$ cat src/rtl/chan_pwr_pkg.sv
package chan_pwr_pkg;
    localparam int DATA_W    = 8;
    localparam int ADDR_W    = 8;
    localparam int NUM_CH    = 2;
    localparam int NUM_UNITS = 2 * NUM_CH;          // ADC and PGA per channel
    localparam int RSV_W     = DATA_W - 1 - NUM_UNITS;

    localparam logic [ADDR_W-1:0] ADDR_IDENT = 8'h01;
    localparam logic [ADDR_W-1:0] ADDR_CTRL  = 8'h02;

    localparam logic [4:0] IDENT_CODE = 5'b11011;
    localparam logic [2:0] REV_CODE   = 3'b001;

    localparam logic [RSV_W-1:0]     RSV_FIXED  = 3'b011;
    localparam logic [NUM_UNITS:0]   CTRL_RESET = 5'b00001; // global down, stages clear

    typedef enum logic {
        PS_DOWN = 1'b0,
        PS_UP   = 1'b1
    } pwr_state_e;
endpackage

$ cat src/rtl/chan_pwr_regs.sv
module chan_pwr_regs
    import chan_pwr_pkg::*;
(
    input  logic                 clk,
    input  logic                 rst_n,
    input  logic [ADDR_W-1:0]    reg_addr,
    input  logic                 reg_wr,
    input  logic [DATA_W-1:0]    reg_wdata,
    output logic [DATA_W-1:0]    reg_rdata,
    output logic                 gdown_nxt,
    output logic [NUM_UNITS-1:0] req_nxt
);
    logic [NUM_UNITS:0] ctrl_q;
    logic [NUM_UNITS:0] ctrl_d;

    always_comb begin
        ctrl_d = ctrl_q;
        if (reg_wr && reg_addr == ADDR_CTRL)
            ctrl_d = reg_wdata[NUM_UNITS:0];
    end

    always_ff @(posedge clk or negedge rst_n) begin
        if (!rst_n) ctrl_q <= CTRL_RESET;
        else        ctrl_q <= ctrl_d;
    end

    assign gdown_nxt = ctrl_d[0];
    assign req_nxt   = ctrl_d[NUM_UNITS:1];

    always_comb begin
        unique case (reg_addr)
            ADDR_IDENT: reg_rdata = {IDENT_CODE, REV_CODE};
            ADDR_CTRL:  reg_rdata = {RSV_FIXED, ctrl_q};
            default:    reg_rdata = '0;
        endcase
    end
endmodule

$ cat src/rtl/chan_pwr_fsm.sv
module chan_pwr_fsm
    import chan_pwr_pkg::*;
(
    input  logic                 clk,
    input  logic                 rst_n,
    input  logic                 gdown_nxt,
    input  logic [NUM_UNITS-1:0] req_nxt,
    output logic                 down_nxt,
    output logic                 wake
);
    pwr_state_e state_q;
    pwr_state_e state_d;
    logic       all_down;

    assign all_down = gdown_nxt || (&req_nxt);

    // next-state decode
    always_comb begin
        unique case (state_q)
            PS_UP:   state_d = all_down ? PS_DOWN : PS_UP;   // GO_DOWN
            PS_DOWN: state_d = all_down ? PS_DOWN : PS_UP;   // WAKE
            default: state_d = PS_DOWN;
        endcase
    end

    // state register
    always_ff @(posedge clk or negedge rst_n) begin
        if (!rst_n) state_q <= PS_DOWN;
        else        state_q <= state_d;
    end

    // outputs
    always_comb begin
        down_nxt = 1'b0;
        wake     = 1'b0;
        unique case (state_q)
            PS_UP:   down_nxt = (state_d == PS_DOWN);
            PS_DOWN: begin
                down_nxt = (state_d == PS_DOWN);
                wake     = (state_d == PS_UP);
            end
            default: down_nxt = 1'b1;
        endcase
    end
endmodule

$ cat src/rtl/chan_pwr_unit.sv
module chan_pwr_unit (
    input  logic clk,
    input  logic rst_n,
    input  logic down_nxt,
    input  logic wake,
    input  logic req,
    output logic en,
    output logic mute
);
    logic off_q;
    logic off_d;

    assign off_d = (down_nxt || wake) ? req : off_q;

    always_ff @(posedge clk or negedge rst_n) begin
        if (!rst_n) begin
            off_q <= 1'b0;
            en    <= 1'b0;
            mute  <= 1'b0;
        end else begin
            off_q <= off_d;
            en    <= !down_nxt && !off_d;
            mute  <= !down_nxt && !off_d && req;
        end
    end
endmodule

$ cat src/rtl/chan_pwr_ctrl.sv
module chan_pwr_ctrl
    import chan_pwr_pkg::*;
(
    input  logic              clk,
    input  logic              rst_n,
    input  logic [7:0]        reg_addr,
    input  logic              reg_wr,
    input  logic [7:0]        reg_wdata,
    output logic [7:0]        reg_rdata,
    output logic [1:0]        adc_en,
    output logic [1:0]        pga_en,
    output logic [1:0]        adc_mute,
    output logic [1:0]        pga_mute
);
    logic                 gdown_nxt;
    logic [NUM_UNITS-1:0] req_nxt;
    logic                 down_nxt;
    logic                 wake;
    logic [NUM_UNITS-1:0] unit_en;
    logic [NUM_UNITS-1:0] unit_mute;

    chan_pwr_regs u_regs (
        .clk       (clk),
        .rst_n     (rst_n),
        .reg_addr  (reg_addr),
        .reg_wr    (reg_wr),
        .reg_wdata (reg_wdata),
        .reg_rdata (reg_rdata),
        .gdown_nxt (gdown_nxt),
        .req_nxt   (req_nxt)
    );

    chan_pwr_fsm u_fsm (
        .clk       (clk),
        .rst_n     (rst_n),
        .gdown_nxt (gdown_nxt),
        .req_nxt   (req_nxt),
        .down_nxt  (down_nxt),
        .wake      (wake)
    );

    for (genvar u = 0; u < NUM_UNITS; u++) begin : g_unit
        chan_pwr_unit u_unit (
            .clk      (clk),
            .rst_n    (rst_n),
            .down_nxt (down_nxt),
            .wake     (wake),
            .req      (req_nxt[u]),
            .en       (unit_en[u]),
            .mute     (unit_mute[u])
        );
    end

    // unit order: ADC A, ADC B, PGA A, PGA B
    assign adc_en   = unit_en[NUM_CH-1:0];
    assign pga_en   = unit_en[NUM_UNITS-1:NUM_CH];
    assign adc_mute = unit_mute[NUM_CH-1:0];
    assign pga_mute = unit_mute[NUM_UNITS-1:NUM_CH];
endmodule

$ cat config.mk
export PLATFORM = sky130hd
export DESIGN_NAME = chan_pwr_ctrl
export DESIGN_NICKNAME = d
export VERILOG_FILES = /design/src/rtl/chan_pwr_pkg.sv /design/src/rtl/chan_pwr_regs.sv /design/src/rtl/chan_pwr_fsm.sv /design/src/rtl/chan_pwr_unit.sv /design/src/rtl/chan_pwr_ctrl.sv
export SDC_FILE = /design/constraint.sdc
export NUM_CORES = 1
export LEC_CHECK = 0
export ABC_AREA = 1
export BUFFER_PORTS_ARGS = -buffer_cell sky130_fd_sc_hd__buf_2
export CORE_ASPECT_RATIO = 0.8
export CORE_MARGIN = 4
export CORE_UTILIZATION = 52
export DETAILED_ROUTE_END_ITERATION = 7
export GPL_ROUTABILITY_DRIVEN = 0
export MAX_ROUTING_LAYER = met4
export PLACE_DENSITY = 0.84
export SYNTH_ARGS = -nofsm -noshare
export SYNTH_HDL_FRONTEND = slang
export SYNTH_SLANG_ARGS = --single-unit
$ cat constraint.sdc
create_clock -name clk -period 2.3 [get_ports clk]
set_clock_uncertainty 0.05 [all_clocks]
set_input_delay 0.115 -clock clk [delete_from_list [all_inputs] [get_ports clk]]
set_output_delay 0.115 -clock clk [all_outputs]
set_load 0.005 [all_outputs]
-- Word level (Yosys, flattened, before mapping)
Cells that the tools add are included.
- $add $sub $neg: 0
- $mul: 0
- div/mod/pow operators: 0
- $lt $le $gt $ge: 0
- equality and inequality tests: 2
- shifts and indexed selects: 0
- mux-type cells: 8
- bitwise operators: 0
- reductions and logical operators: 16
- operators with widths (operator ; number):
    $pmux 8 s2 ; 1
    $logic_and 1x1->1 ; 9
    $eq 8x1->1 const B ; 1
    $eq 8x2->1 const B ; 1
    $mux 1 ; 6
    $mux 5 ; 1
    $logic_not 1->1 ; 4
    $reduce_and 4->1 ; 1
    $logic_or 1x1->1 ; 2
- flip-flop bits (word level): 18
- latch bits: 0
- RAM bits: 0
- ROM bits: 0
- bits of input ports: 19
- output and inout bits: 16
- memories: 0

-- Depth between registers and ports, before layout
- word-level depth: 12
- gate-level depth with buffers: 12
- gate-level depth less buffers: 12

-- Modules after synthesis
From an unflattened synthesis, not the netlist that was laid out.
- cells, all modules: 93
- area total of the unflattened synthesis: 817.0 um^2
- modules (own cells, without submodules) (module ; instances ; cells each ; area each (um^2) ; sequential area each (um^2)):
    chan_pwr_unit ; 4 ; 9 ; 105.1 ; 75.1
    chan_pwr_regs ; 1 ; 50 ; 342.8 ; 126.4
    chan_pwr_fsm ; 1 ; 7 ; 53.8 ; 25.0

-- Least setup slack after synthesis
No wires, ideal clock.
- path kind: input port to flip-flop
- start point: input port reg_addr[7]
- end point: register g_unit[1].u_unit.en
- arrival: 1.094 ns
- data required time: 2.135 ns
- setup slack: 1.041 ns
- stages: 12
- path through: nor2_1 -> nand2_2 -> clkinv_1 -> nand3_4 -> nand2_1 -> nand2_2 -> nor2_4 -> nand2_4 -> nand3_2 -> nand2_1 -> nand2_2 -> nor2_2
- word-level cells in the longest chain between the ends: 11
- ends and longest elaborated chain (what ; line ; source):
    start, declared ; chan_pwr_ctrl.sv:6 ; input logic [7:0] reg_addr,
    $eq 8x2->1 (*) ; chan_pwr_regs.sv:18 ; if (reg_wr && reg_addr == ADDR_CTRL)
    $logic_and 1x1->1 (*) ; chan_pwr_regs.sv:18 ;
    $mux 5 (*) ; chan_pwr_regs.sv:18 ;
    $reduce_and 4->1 ; chan_pwr_fsm.sv:15 ; assign all_down = gdown_nxt || (&req_nxt);
    $logic_or 1x1->1 ; chan_pwr_fsm.sv:15 ;
    $mux 1 ; chan_pwr_fsm.sv:20, chan_pwr_fsm.sv:21 ;
    $mux 1 ; chan_pwr_fsm.sv:36 ; unique case (state_q)
    $logic_or 1x1->1 ; chan_pwr_unit.sv:13 ; assign off_d = (down_nxt || wake) ? req : off_q;
    $mux 1 (*) ; chan_pwr_unit.sv:13 ;
    named net g_unit[1].u_unit.off_d ; chan_pwr_unit.sv:11 ; logic off_d;
    $logic_not 1->1 (*) ; chan_pwr_unit.sv:22 ; en <= !down_nxt && !off_d;
    $logic_and 1x1->1 (*) ; chan_pwr_unit.sv:22 ;
    end signal, assigned ; chan_pwr_unit.sv:22 ;
    end, declared ; chan_pwr_unit.sv:7 ; output logic en,
Mark *: on every way through the listed nets, which the timed path passes. The rest lies on a longest branch.

-- Worst setup path after layout
- start point: input port reg_addr[7]
- end point: output port reg_rdata[3]
- word-level cells in the longest chain between the ends: 2
- elaborated cells on any way between the ends: 3
- those cells by class: eq/ne: 2; mux: 1
- ends and longest elaborated chain (what ; line ; source):
    $eq 8x2->1 or $eq 8x1->1 (tied branches) ; chan_pwr_regs.sv:31 ; unique case (reg_addr)
    $pmux 8 s2 (*) ; chan_pwr_regs.sv:31 ;
    end, declared ; chan_pwr_ctrl.sv:9 ; output logic [7:0] reg_rdata,
Every way passes the cells marked *; elsewhere a longest branch is shown, timed or not.

==> flow_summary.json <==
{
  "holdBufCountCts": 1,
  "cts_sinks": 18,
  "fin_crit_ns": 1.31,
  "area_growth_pct": 17.2,
  "fp.coreArea_mm2": 0.00171,
  "ys_warn_count": 0,
  "drc_errors": 0,
  "max_cap_violations": 0,
  "worst_slew_pin_slew_ns": 0.366,
  "synth.avg_cell_area_um2": 8.99,
  "track_usage_pct": 15.8,
  "cts_tree": "done",
  "synth_nets": 128,
  "grt_max_degree": 19,
  "netlist_instances": 109,
  "portBuffers": 31,
  "postRouteWirelength_um": 1760,
  "arrival_ns": 1.14,
  "critPathLaunchType": "primary input",
  "yosysTopAreaCell": "dfrtp_1",
  "path_cells": "buf_2 -> nor2_1 -> nand2_2 -> nor4_1 -> inv_1 -> o21ai_0 -> buf_2",
  "ant_nets": 0,
  "vias": 732,
  "status": "completed",
  "hold_viol": 0,
  "setup_viol": 0,
  "dr.pass1.iters": 4,
  "p_leak_nw": 0.698,
  "cts-root-buf": "clkbuf_4",
  "power_density_mw_per_mm2": 514,
  "grt_pass1_vias": 692,
  "antennaDiodeCount": 0,
  "pin_count": 35,
  "synthTopCellsByArea": "dfrtp_1 43%, inv_1 8.4%, buf_4 6.1%",
  "drive_gt1_share_pct": 43.1,
  "worstPathRequired_ns": 2.13,
  "post-synth-top-area-fraction_pct": 43.4,
  "crit_slowest_cell": "nor4_1",
  "max_freq_mhz": 764,
  "fp.dieH_um": 46.8,
  "fillers": 148,
  "antenna_found_initial": 0,
  "grt_pass1_wl_um": 3050,
  "fin_crit_sh_pct": 56.9,
  "rsz0062_at_grt": "false",
  "viasPerCell": 4.60,
  "initial_core_util_pct": 57.4,
  "cts_htree_levels": 1,
  "hold_path_class": "in2reg",
  "post_cts_buffers": 0,
  "synth-seq-cells": 18,
  "grt-ovfl-total": 0,
  "critPathMaxStageDelay_ns": 0.30,
  "nNetsFinal": 157,
  "endpoint_kind": "output port",
  "criticalPathCategory": "in2out",
  "dieArea_mm2": 0.00265,
  "clk_latency_ns": 0.29,
  "cts_buffers": 3,
  "rows": 13,
  "clk_pin_slew_ns": 0.10,
  "final_max_slew_viol_count": 0,
  "path_max_fanout": 4,
  "path_common_cell": "buf_2",
  "ctsResizeCount": 0,
  "dr.first_iter.drc_count": 10,
  "die_x_um": 56.5,
  "clockBufferDepth": 2,
  "dp_hpwl_um": 1460,
  "peakVddDrop_v": 0.000405,
  "ys_types": 25,
  "syn_area_um2": 980,
  "relSlewSlack_pct": 75.4,
  "yosysSeqAreaShare_pct": 46.1,
  "setup-tns-final_ns": 0,
  "avgRoutedWirePerCell_um": 11.1,
  "total_power_uw": 590
}
## stage by stage
stage	instance area, um2	cells	hold WS (ns)	setup slack (ns)	util, %
2_1_floorplan	980	109	-0.231	1.04	-
3_3_place_gp	1100	154	0.00303	0.845	64.5
3_5_place_dp	1100	154	0.00593	0.802	64.5
4_1_cts	1150	159	0.0816	0.991	67.3
5_1_grt	1150	159	0.0978	0.867	67.3
6_report	1150	159	0.105	0.990	67.3
## final timing paths
kind / from / endpoint / slack [ns] / cells after the start
min in group asynchronous: rst_n / g_unit[0].u_unit.mute$_DFF_PN0_ / 0.21 / 2
worst max-delay path: reg_addr[7] / reg_rdata[3] / 0.99 / 7
worst max register to register: u_regs.ctrl_q[0]$_DFF_PN1_ / g_unit[0].u_unit.off_q$_DFF_PN0_ / 1.04 / 6
worst min register to register: g_unit[3].u_unit.off_q$_DFF_PN0_ / g_unit[3].u_unit.mute$_DFF_PN0_ / 0.41 / 1
max in group asynchronous: rst_n / u_regs.ctrl_q[0]$_DFF_PN1_ / 1.68 / 2
worst min-delay path: reg_wdata[0] / u_regs.ctrl_q[0]$_DFF_PN1_ / 0.11 / 3
## cells by family after synthesis
group	count (synthesis)	synth area share, %
AND/OR/NAND/NOR	49	32.6
AO/OA/AOI/OAI	8	5.24
flip-flops	18	46.1
buffers and inverters	34	16.1
## synthesized netlist by cell type, drive strengths merged
library cell  count
nor3              1
nand4             5
nand3             5
nand2            20
nor2             14
and2              2
dfrtp            17
buf               8
dfstp             1
inv              25
o21ai             6
nor4              1
nand3b            1
clkinv            1
a21oi             2
## power by group
part           switching (mW)  internal (mW)
clock                  0.0905         0.0964
combinational          0.0484         0.0272
sequential            0.00313          0.325
total                   0.142          0.448
## final cells by class
| cell class | instances | area, um2 | share of cell area [%] |
|---|---|---|---|
| Clock buffer | 4 | 36.3 | 3.16 |
| Inverter | 26 | 97.6 | 8.50 |
| Multi-Input combinational cell | 57 | 370 | 32.2 |
| Sequential cell | 18 | 452 | 39.3 |
| Tap cell | 22 | 27.5 | 2.40 |
| Timing Repair Buffer | 32 | 165 | 14.4 |
## critical path, delay by kind of cell
family	cells	cell delay [ns]
AOI/OAI and AO/OA	1	0.10
and+or+nand+nor	3	0.55
buffers and inverters	3	0.38
## cell usage in the layout (no fill, tap or decap)
| cell type | synthesis | routed |
|---|---|---|
| dlygate4sd3_1 | 0 | 1 |
| buf_2 | 0 | 31 |
| clkbuf_4 | 0 | 3 |
| nor2_4 | 3 | 3 |
| nor2_1 | 6 | 6 |
| clkbuf_8 | 0 | 1 |
| clkinv_1 | 1 | 1 |
| o21ai_0 | 3 | 3 |
| nor2_8 | 1 | 1 |
| nor2_2 | 4 | 4 |
| nand2_2 | 6 | 6 |
| dfrtp_1 | 17 | 17 |
| nor4_1 | 1 | 1 |
| and2_1 | 2 | 2 |
| inv_2 | 3 | 3 |
| nor3_1 | 1 | 1 |
| nand3_4 | 1 | 1 |
| nand2_4 | 3 | 3 |
| dfstp_2 | 1 | 1 |
| o21ai_1 | 2 | 2 |
| nand3b_1 | 1 | 1 |
| o21ai_4 | 1 | 1 |
| inv_1 | 22 | 22 |
| nand3_2 | 1 | 1 |
| nand4_1 | 5 | 5 |
| a21oi_1 | 2 | 2 |
| nand2_1 | 11 | 11 |
| nand3_1 | 3 | 3 |
## metal layers
layer / global-route usage, % / up-vias / routed length [um]
met5: - / - / 0
met2: 25.8 / 13 / 872
met4: 6.16 / 0 / 10
li1: - / 380 / -
met3: 5.49 / 2 / 79
met1: 18.2 / 337 / 797
## registers in the layout, summed over array words and instances, names as in the netlist
name                 cells
g_unit.u_unit.off_q      4
g_unit.u_unit.mute       4
u_regs.ctrl_q            5
u_fsm.state_q            1
g_unit.u_unit.en         4
No activity file was read; power rests on OpenSTA's default activity.
